<file path="src/rtl/sev_pkg.sv">
package sev_pkg;
  typedef enum logic [1:0] {
    EV_HOLD    = 2'd0,
    EV_CLEAR   = 2'd1,
    EV_POWERUP = 2'd2,
    EV_INIT    = 2'd3
  } ev_op_e;
endpackage

</file>
<file path="src/rtl/sev_evt_latch.sv">
module sev_evt_latch
  import sev_pkg::*;
#(
  parameter int EVT_W   = 8,
  parameter int PON_BIT = 7
) (
  input  logic             clk,
  input  logic             nv_init,
  input  ev_op_e           op,
  input  logic             rd,
  input  logic [EVT_W-1:0] pulse,
  output logic [EVT_W-1:0] ev_q,
  output logic [EVT_W-1:0] ev_nxt,
  output logic [EVT_W-1:0] rd_data
);
  localparam logic [EVT_W-1:0] PON_MASK = EVT_W'(1) << PON_BIT;

  for (genvar i = 0; i < EVT_W; i++) begin : g_bit
    always_comb begin
      unique case (op)
        EV_INIT:    ev_nxt[i] = 1'b0;
        EV_POWERUP: ev_nxt[i] = PON_MASK[i];
        EV_CLEAR:   ev_nxt[i] = pulse[i];
        default:    ev_nxt[i] = ev_q[i] | pulse[i];
      endcase
    end
    always_ff @(posedge clk) ev_q[i] <= ev_nxt[i];
  end

  always_ff @(posedge clk) begin
    if (op == EV_INIT || op == EV_POWERUP) rd_data <= '0;
    else if (rd)                           rd_data <= ev_q;
  end

  AST_PON_ONLY: assert property (@(posedge clk) disable iff (nv_init)
    (op == EV_POWERUP) |=> (ev_q == PON_MASK));
  AST_EVT_STICKY: assert property (@(posedge clk) disable iff (nv_init)
    (op == EV_HOLD) |=> ((ev_q & $past(ev_q)) == $past(ev_q)));
  AST_PULSE_KEPT: assert property (@(posedge clk) disable iff (nv_init)
    (op == EV_HOLD || op == EV_CLEAR) |=> ((ev_q & $past(pulse)) == $past(pulse)));
  AST_READ_CAPTURE: assert property (@(posedge clk) disable iff (nv_init)
    (rd && op != EV_POWERUP) |=> (rd_data == $past(ev_q)));
endmodule

</file>
<file path="src/rtl/sev_enable_ctl.sv">
module sev_enable_ctl
  import sev_pkg::*;
#(
  parameter int   EVT_W       = 8,
  parameter logic POC_DEFAULT = 1'b1
) (
  input  logic             clk,
  input  logic             nv_init,
  input  ev_op_e           op,
  input  logic             en_wr,
  input  logic [EVT_W-1:0] en_wdata,
  input  logic             poc_wr,
  input  logic             poc_wdata,
  output logic [EVT_W-1:0] en_q,
  output logic [EVT_W-1:0] en_nxt,
  output logic             flag_q
);
  logic flag_nxt;

  always_comb begin
    en_nxt   = en_q;
    flag_nxt = flag_q;
    unique case (op)
      EV_INIT: begin
        en_nxt   = '0;
        flag_nxt = POC_DEFAULT;
      end
      EV_POWERUP: begin
        if (flag_q) en_nxt = '0;
      end
      default: begin
        if (en_wr)  en_nxt   = en_wdata;
        if (poc_wr) flag_nxt = poc_wdata;
      end
    endcase
  end

  always_ff @(posedge clk) begin
    en_q   <= en_nxt;
    flag_q <= flag_nxt;
  end

  AST_POR_CLEARS_MASK: assert property (@(posedge clk) disable iff (nv_init)
    (op == EV_POWERUP && flag_q) |=> (en_q == '0));
  AST_POR_KEEPS_MASK: assert property (@(posedge clk) disable iff (nv_init)
    (op == EV_POWERUP && !flag_q) |=> $stable(en_q));
  AST_FLAG_STABLE: assert property (@(posedge clk) disable iff (nv_init)
    (!poc_wr || op == EV_POWERUP) |=> $stable(flag_q));
  AST_MASK_WRITE: assert property (@(posedge clk) disable iff (nv_init)
    (en_wr && op != EV_POWERUP) |=> (en_q == $past(en_wdata)));
endmodule

</file>
<file path="src/rtl/sev_summary.sv">
module sev_summary
  import sev_pkg::*;
#(
  parameter int EVT_W = 8
) (
  input  logic             clk,
  input  logic             nv_init,
  input  ev_op_e           op,
  input  logic [EVT_W-1:0] ev_nxt,
  input  logic [EVT_W-1:0] en_nxt,
  input  logic [EVT_W-1:0] ev_q,
  input  logic [EVT_W-1:0] en_q,
  output logic             sum_q
);
  always_ff @(posedge clk) begin
    if (op == EV_INIT) sum_q <= 1'b0;
    else               sum_q <= |(ev_nxt & en_nxt);
  end

  AST_SUMMARY_MATCH: assert property (@(posedge clk) disable iff (nv_init)
    (op != EV_INIT) |=> (sum_q == |(ev_q & en_q)));
endmodule

</file>
<file path="src/rtl/sev_event_status.sv">
module sev_event_status
  import sev_pkg::*;
#(
  parameter int   EVT_W       = 8,
  parameter int   PON_BIT     = 7,
  parameter logic POC_DEFAULT = 1'b1
) (
  input  logic             clk,
  input  logic             nv_init,
  input  logic             por,
  input  logic             clr,
  input  logic             rd,
  input  logic [EVT_W-1:0] evt_pulse,
  input  logic             en_wr,
  input  logic [EVT_W-1:0] en_wdata,
  input  logic             poc_wr,
  input  logic             poc_wdata,
  output logic [EVT_W-1:0] rd_data,
  output logic [EVT_W-1:0] en_mask,
  output logic             poc_flag,
  output logic             summary
);
  ev_op_e           op;
  logic [EVT_W-1:0] ev_q, ev_nxt, en_nxt;

  always_comb begin
    if (nv_init)        op = EV_INIT;
    else if (por)       op = EV_POWERUP;
    else if (clr || rd) op = EV_CLEAR;
    else                op = EV_HOLD;
  end

  sev_evt_latch #(.EVT_W(EVT_W), .PON_BIT(PON_BIT)) u_evt (
    .clk(clk), .nv_init(nv_init), .op(op), .rd(rd), .pulse(evt_pulse),
    .ev_q(ev_q), .ev_nxt(ev_nxt), .rd_data(rd_data)
  );

  sev_enable_ctl #(.EVT_W(EVT_W), .POC_DEFAULT(POC_DEFAULT)) u_en (
    .clk(clk), .nv_init(nv_init), .op(op), .en_wr(en_wr), .en_wdata(en_wdata),
    .poc_wr(poc_wr), .poc_wdata(poc_wdata),
    .en_q(en_mask), .en_nxt(en_nxt), .flag_q(poc_flag)
  );

  sev_summary #(.EVT_W(EVT_W)) u_sum (
    .clk(clk), .nv_init(nv_init), .op(op), .ev_nxt(ev_nxt), .en_nxt(en_nxt),
    .ev_q(ev_q), .en_q(en_mask), .sum_q(summary)
  );

  AST_INIT_CLEARS: assert property (@(posedge clk)
    nv_init |=> (en_mask == '0 && rd_data == '0 && !summary));
  AST_CLEAR_KEEPS_MASK: assert property (@(posedge clk) disable iff (nv_init)
    (clr && !por && !en_wr) |=> $stable(en_mask));
endmodule

</file>
<file path="config.mk">
export PLATFORM = sky130hd
export DESIGN_NAME = sev_event_status
export DESIGN_NICKNAME = d
export VERILOG_FILES = /design/src/rtl/sev_pkg.sv /design/src/rtl/sev_evt_latch.sv /design/src/rtl/sev_enable_ctl.sv /design/src/rtl/sev_summary.sv /design/src/rtl/sev_event_status.sv
export SDC_FILE = /design/constraint.sdc
export NUM_CORES = 1
export LEC_CHECK = 0
export ABC_AREA = 0
export BUFFER_PORTS_ARGS = -buffer_cell sky130_fd_sc_hd__buf_2
export CORE_MARGIN = 2
export CORE_UTILIZATION = 51
export DETAILED_ROUTE_END_ITERATION = 8
export PLACE_DENSITY = 0.8
export SYNTH_ARGS = -nofsm -noshare
export SYNTH_HDL_FRONTEND = slang
export SYNTH_HIERARCHICAL = 1
export SYNTH_SLANG_ARGS = --single-unit
</file>
<file path="constraint.sdc">
create_clock -name clk -period 4 [get_ports clk]
set_clock_uncertainty 0.15 [all_clocks]
set_input_delay 0.4 -clock clk [delete_from_list [all_inputs] [get_ports clk]]
set_output_delay 0.4 -clock clk [all_outputs]
set_load 0.02 [all_outputs]
</file>
---- After elaboration in Yosys (flattened, before gate mapping) ----
Index checks and enable logic that the tools add are counted.
W data, S select, Z words.
storage, ports and cells
  register bits ........................... 26
  input port bits ......................... 24
  logic and storage cells ................. 47
cells by class
  eq/ne operators ......................... 3
  mux-type cells .......................... 16
  bitwise gates (word level) .............. 10
  reductions and logical operators ........ 6
operators by type and width
  operator              number
  $mux W8               2
  $pmux W1 S2           8
  $pmux W8 S2           1
  $and A8 B8 Y8         1
  $or A1 B1 Y1          8
  $reduce_or A8 Y1      1
  $eq A2 B2 Y1 const B  2
  $mux W2               2
  $pmux W1 S3           1
  $eq A2 B1 Y1 const B  1
  $logic_or A1 B1 Y1    2
  $mux W1               2
  $reduce_and A2 Y1     1
  $reduce_bool A2 Y1    1
  $reduce_or A2 Y1      1
  $not A1 Y1            1

---- Longest topological paths before layout ----
Gate-level depths: netlist (run 1).
  depth in word-level cells ............... 9
  mapped depth ............................ 7
  mapped depth without buffers ............ 6

---- Cells and area by module ----
Netlist (run 1), hierarchy kept.
by module, submodules not included
  module            times used  cells each  area an instance (µm²)  sequential area each (µm²)
  sev_evt_latch     1           59          584.3                   320.3
  sev_enable_ctl    1           40          460.4                   190.2
  sev_summary       1           7           65.1                    20.0
  sev_event_status  1           3           17.5                    0.0

---- Least setup slack after synthesis (run 1) ----
Ideal clock, no wire load.
  kind .................................... input port to flip-flop
  start ................................... in rd
  end ..................................... reg u_sum.sum_q
  setup time .............................. 0.135 ns
  arrival ................................. 1.431 ns
  required time ........................... 3.715 ns
  path slack .............................. 2.284 ns
  stages on the path ...................... 7
  path buffers ............................ 1
  path through ............................ nor2_1 -> o21bai_1 -> or2_1 -> buf_6 -> o22ai_2 -> a22oi_1 -> a41oi_1
on the way
  elaborated cells on any way between the ends .. 19
RTL lines
  element               line                    text
  start, declared       sev_event_status.sv:12  input logic rd,
  $logic_or A1 B1 Y1 *  sev_event_status.sv:29  else if (clr || rd) op = EV_CLEAR;
  $mux W1 *             sev_event_status.sv:29
  $mux W2 *             sev_event_status.sv:28  else if (por) op = EV_POWERUP;
  $mux W2 *             sev_event_status.sv:27  if (nv_init) op = EV_INIT;
  via op[0]             sev_event_status.sv:23  ev_op_e op;
  $eq A2 B2 Y1          sev_enable_ctl.sv:23    unique case (op)
  $pmux W8 S2 *         sev_enable_ctl.sv:23
  via en_nxt[1]         sev_event_status.sv:24  logic [EVT_W-1:0] ev_q, ev_nxt, en_nxt;
  $and A8 B8 Y8 *       sev_summary.sv:17       else sum_q <= |(ev_nxt & en_nxt);
  $reduce_or A8 Y1 *    sev_summary.sv:17
  end signal, assigned  sev_summary.sv:17
  end, declared         sev_summary.sv:13       output logic sum_q
Mark *: on every way through the listed nets, which the timed path passes. The rest lies on a longest branch.
A chain may end at the register's enable or synchronous reset.

---- Final worst setup path (run 1) ----
Ends and elaborated chain as after synthesis.

==> flow_metrics.env, run 1 <==
export IMPL_grt_overflow=0
export IMPL_cts_buffer_depth=2
export IMPL_endpoint="u_sum/sum_q"
export IMPL_slew_viol_final=0
export IMPL_ctsResizeCount=0
export IMPL_synthesis_area_sq_um=1130
export IMPL_avgViaCountPerCell=5.00
export IMPL_diodes=0
export IMPL_final_common_cell="buf_2"
export IMPL_r2r_cells=4
export IMPL_cp_max_fo=12
export IMPL_drc=0
export IMPL_ir_drop_v=0.000231
export IMPL_synth_largest_area_cell="dfxtp_1"
export IMPL_first_pass_iters=4
export IMPL_antenna_found_initial=0
export IMPL_synth_nets=133
export IMPL_grt_pass1_wl_microns=3460
export IMPL_fin_crit_sh_pct=56.0
export IMPL_yosysWarnings=6
export IMPL_crit_start="rd"
export IMPL_netlist_top_cells_area="dfxtp_1 44%, mux2i_1 14%, o22ai_2 8.9%, buf_6 4.0%, nand2b_1 3.9%"
export IMPL_finalHoldViolCount=0
export IMPL_rsz0062_at_grt="no"
export IMPL_post_drt_wl_per_cell_microns=12.6
export IMPL_rrSetupSlack_ps=2400
export IMPL_start_util_pct=52.5
export IMPL_die_area_sq_um=2600
export IMPL_grtUsageTotal_pct=17.7
export IMPL_worstSetupPathType="input port to flop"
export IMPL_core_sq_um=2150
export IMPL_root_buffer="clkbuf_4"
export IMPL_critPathArrivalTime_ps=2280
export IMPL_dieHeight_microns=51.0
export IMPL_grt_max_degree=37
export IMPL_gp_congestion=0.769
export IMPL_power_density_nw_per_um2=340
export IMPL_post_route_min_period_ps=2240
export IMPL_hold_class="input port to flop"
export IMPL_clk_pin_slew_ps=130
export IMPL_cts_htree_levels=1
export IMPL_antenna_left=0
export IMPL_drv_cap=0
export IMPL_via_count=880
export IMPL_status="completed"
export IMPL_power_leakage_nw=0.623
export IMPL_grt_pass1_vias=818
export IMPL_ctsHoldBuffers=0
export IMPL_io_buffers=41
export IMPL_required_ps=4040
export IMPL_max_stage_delay_ps=520
export IMPL_worst_pin_slew_ps=641
export IMPL_setup_violations=0
export IMPL_syn_inst=109
export IMPL_drive_gt1_share_pct=37.2
export IMPL_drt_total_wl_microns=2230
export IMPL_worstPathCellList="buf_2 -> nor2_1 -> o21bai_1 -> or2_1 -> o22ai_2 -> a22oi_1 -> a41oi_1"
export IMPL_final_cell_mix="41 x buf_2, 25 x dfxtp_1, 16 x mux2i_1, 10 x nor2_1"
export IMPL_dr_first_iter_drc_count=9
export IMPL_slew_headroom_pct=57.2
export IMPL_synth_top_cell_area_share_pct=44.4
export IMPL_rows=17
export IMPL_synth_avg_cell_area_sq_um=10.3
export IMPL_start_kind="input port"
export IMPL_finalSetupTns_ps=0
export IMPL_cts_setup_buffers=0
export IMPL_placedCellCount=172
export IMPL_dieWidth_microns=51.0
export IMPL_synth_seq_cells=26
export IMPL_cts_sinks=26
export IMPL_post_place_ws_ps=1500
export IMPL_area_delta_synth_final_pct=18.8
export IMPL_finalCoreUtilization_pct=62.3
export IMPL_r2r_start="u_en/flag_q"
export IMPL_cts_buffers=3
export IMPL_nets=173
export IMPL_yosysSeqAreaShare_pct=47.1
export IMPL_cts_tree="built"
export IMPL_rr_endpoint="u_sum/sum_q"
export IMPL_ys_types=21
export IMPL_fin_hold_ws_ps=189
export IMPL_io_pins=42
export IMPL_post_route_worst_setup_slack_ps=1760
export IMPL_hpwlAfterDp_microns=1650
export IMPL_fmax_mhz=446
export IMPL_cp_slowest_cell="o21bai_1"
export IMPL_final_cells=176
export IMPL_end_kind="flop"
export IMPL_whs_path_depth=3
export IMPL_clock_latency_ps=310
[worst max-delay path, delay by kind of cell]
family | cells | cell delay [ps]
compound gates | 4 | 1050
buf+inv | 1 | 240
simple gates | 2 | 580
[through the flow]
stage                     instance area (sq um)  power (mW)
after detailed placement                   1310       0.353
after global routing                       1340       0.475
after floorplan                            1130       0.333
after global placement                     1310       0.350
final                                      1340       0.456
after CTS                                  1340       0.460
[cells in the mapped netlist]
cell type,n
a21o_1,1
a21oi_1,5
a21oi_2,2
a22oi_1,4
a41oi_1,1
and2_0,1
buf_2,2
buf_4,1
buf_6,4
dfxtp_1,25
edfxtp_1,1
inv_1,8
mux2_1,1
mux2i_1,16
nand2_1,8
nand2b_1,7
nor2_1,10
o21bai_1,1
o22ai_1,1
o22ai_2,8
or2_1,2
[cell families after synthesis]
| logic type | share of synthesized area [%] |
|---|---|
| AND/OR/NAND/NOR | 11.5 |
| flip-flops | 47.1 |
| AO/OA/AOI/OAI | 18.0 |
| multiplexers | 15.2 |
| buffers and inverters | 8.21 |
[per-layer routing]
| metal | up-vias | routed length (microns) | track usage (%) |
|---|---|---|---|
| met5 | - | 0 | 0 |
| met2 | 19 | 1130 | 31.6 |
| li1 | 450 | - | - |
| met1 | 409 | 978 | 21.1 |
| met4 | 0 | 13 | 6.76 |
| met3 | 2 | 101 | 2.92 |
[cell type report]
type                       count  area [sq um]
fill                         198           810
timing repair buffer          42           213
sequential                    26           531
tap                           28          35.0
clock buffer                   4          26.3
multi-input combinational     68           504
inverter                       8          30.0
[power by group]
part	internal (mW)	switching, mW	leakage, nW
registers	0.271	0.00582	0.214
logic	0.0304	0.0395	0.395
clock network	0.0389	0.0697	0.0150
total	0.341	0.115	0.623
[worst min path at each step]
stage                startpoint               end
3_3_place_gp   u_evt/rd_data[5]  u_evt/rd_data[5]
3_5_place_dp   u_evt/rd_data[1]  u_evt/rd_data[1]
6_report           evt_pulse[1]     u_evt/ev_q[1]
2_1_floorplan     u_evt/ev_q[7]  u_evt/rd_data[7]
4_1_cts            evt_pulse[1]     u_evt/ev_q[1]
5_1_grt            evt_pulse[6]     u_evt/ev_q[6]
[flip-flops by register name, summed over array words and instances (netlist names)]
signal         count
u_evt/rd_data      8
u_sum/sum_q        1
u_evt/ev_q         8
u_en/en_q          8
u_en/flag_q        1
(Power assumes the default switching activity.)
==> run 2: changes to the inputs <==
Settings changed: CORE_UTILIZATION 51 to 47, PLACE_DENSITY 0.8 to 0.75.
Clock period 4 ns to 2.1 ns, I/O delays scaled along.
==> run 2 against run 1 <==
Cell count grew 6.3%. Wire length is essentially flat. Clock power grew 120%. Sequential power grew 90%. Power grew 100%. Count of clock-buffer cells in the layout is the same. First-iteration DRC count grew 56%. Setup slack lost 1200 ps. Sequential share of layout area shrank 3.1 points. Non-clock buffer count grew 11. Design area grew 8.4%. Largest cell class unchanged. Highest routed layer unchanged.
==> flow_metrics.env, run 2 (same netlist as run 1, synthesis figures left out) <==
export IMPL_status="completed"
export IMPL_ctsResizeCount=0
export IMPL_io_buffers=41
export IMPL_area_delta_synth_final_pct=28.7
export IMPL_drive_gt1_share_pct=37.1
export IMPL_hpwlAfterDp_microns=1650
export IMPL_cts_setup_buffers=0
export IMPL_top_regs="u_en/en_q x8, u_evt/ev_q x8, u_evt/rd_data x8"
export IMPL_p_int_mw=0.694
export IMPL_antenna_left=0
export IMPL_final_common_cell="buf_2"
export IMPL_nFillCells=202
export IMPL_worstSetupPathType="flop to flop"
export IMPL_rows=17
export IMPL_via_count=910
export IMPL_clk_pin_slew_ps=130
export IMPL_core_sq_um=2230
export IMPL_cts_htree_levels=1
export IMPL_seq_power_share_pct=57.4
export IMPL_hold_class="input port to flop"
export IMPL_nets=184
export IMPL_finalCoreUtilization_pct=65.0
export IMPL_final_cell_mix="41 x buf_2, 25 x dfxtp_1, 16 x mux2i_1, 10 x nor2_1"
export IMPL_power_switching_mw=0.226
export IMPL_post_route_min_period_ps=1510
export IMPL_clock_power_share_pct=26.6
export IMPL_drt_total_wl_microns=2230
export IMPL_drv_cap=0
export IMPL_grt_pass1_wl_microns=3590
export IMPL_finalSetupTns_ps=0
export IMPL_drc=0
export IMPL_fmax_mhz=664
export IMPL_required_ps=2190
export IMPL_rsz0062_at_grt="no"
export IMPL_cts_tree="built"
export IMPL_gp_congestion=0.757
export IMPL_dr_first_iter_drc_count=14
export IMPL_grt_pass1_vias=850
export IMPL_grtUsageTotal_pct=17.1
export IMPL_die_area_sq_um=2810
export IMPL_slew_headroom_pct=71.3
export IMPL_finalHoldViolCount=0
export IMPL_grt_max_degree=22
export IMPL_sw_frac_of_total_pct=24.5
export IMPL_end_kind="flop"
export IMPL_avgViaCountPerCell=4.87
export IMPL_pwr_share_comb_pct=16.1
export IMPL_ir_drop_v=0.000411
export IMPL_critPathArrivalTime_ps=1600
export IMPL_cp_max_fo=8
export IMPL_setup_violations=0
export IMPL_fin_crit_sh_pct=71.7
export IMPL_grt_overflow=0
export IMPL_root_buffer="clkbuf_4"
export IMPL_cts_buffers=3
export IMPL_dieWidth_microns=53.0
export IMPL_power_leakage_nw=0.677
export IMPL_antenna_found_initial=0
export IMPL_start_kind="flop"
export IMPL_post_drt_wl_per_cell_microns=11.9
export IMPL_clock_latency_ps=310
export IMPL_diodes=0
export IMPL_cts_buffer_depth=2
export IMPL_slew_viol_final=0
export IMPL_power_density_nw_per_um2=634
export IMPL_start_util_pct=50.5
export IMPL_worst_pin_slew_ps=430
export IMPL_cts_sinks=26
export IMPL_io_pins=42
export IMPL_dieHeight_microns=53.0
export IMPL_first_pass_iters=4
export IMPL_total_power_mw=0.919
export IMPL_rrSetupSlack_ps=590
## run 2: cell types whose count changed in the layout (fill, tap and decap cells not counted)
cell	delta
dlygate4sd3_1	+8
buf_4	+3
clkbuf_1	-1
clkbuf_8	+1
## run 2: layout make-up
type	instances	area [sq um]	share of cell area (%)
Sequential cell	26	531	36.6
Clock buffer	4	36.3	2.50
Multi-Input combinational cell	68	504	34.7
Inverter	8	30.0	2.07
Timing Repair Buffer	53	315	21.7
Tap cell	28	35.0	2.41
## run 2: power groups by stage
stage | clock [mW] | combinational (mW) | sequential, mW
6_report | 0.244 | 0.148 | 0.527
5_1_grt | 0.276 | 0.161 | 0.531
4_1_cts | 0.251 | 0.145 | 0.528
3_5_place_dp | 0 | 0.137 | 0.538
3_3_place_gp | 0 | 0.135 | 0.538
2_1_floorplan | 0 | 0.0821 | 0.552
## run 2: per-layer routing
metal  global-route usage, %  part of all wire, %  vias to the layer above
li1                        -                    -                      472
met3                    1.69                  4.2                        2
met1                    21.9                   47                      413
met4                    8.12                  1.0                        0
met2                    28.5                   48                       23
met5                       0                    0                        -
## run 2: path summary, 6_finish.rpt
| kind | startpoint | end | cells past startpoint |
|---|---|---|---|
| worst max-delay path | u_en/flag_q | u_sum/sum_q | 4 |
| worst min-delay path | evt_pulse[0] | u_evt/ev_q[0] | 3 |
| worst max register to register | u_en/flag_q | u_sum/sum_q | 4 |
| worst min register to register | u_evt/rd_data[3] | u_evt/rd_data[3] | 2 |
## run 2: through the flow
stage,instances,worst slack (ps),instance area [sq um],hold WS (ps)
after floorplan,109,574,1130,203
after global placement,175,365,1340,309
after detailed placement,175,308,1340,314
after CTS,185,604,1430,2.12
after global routing,187,511,1450,24.7
final,187,593,1450,9.87
## run 2: timing repair
item | CTS | global route
hold endpoints to repair | 6 | 2
endpoints found under the setup margin | 0 | 0
hold buffers | 6 | 2
## run 2: critical path: stages, from the launching register on
cell and delay, ps:
edfxtp_1 410, or2_1 380, o22ai_2 180, a22oi_1 110
a41oi_1 200
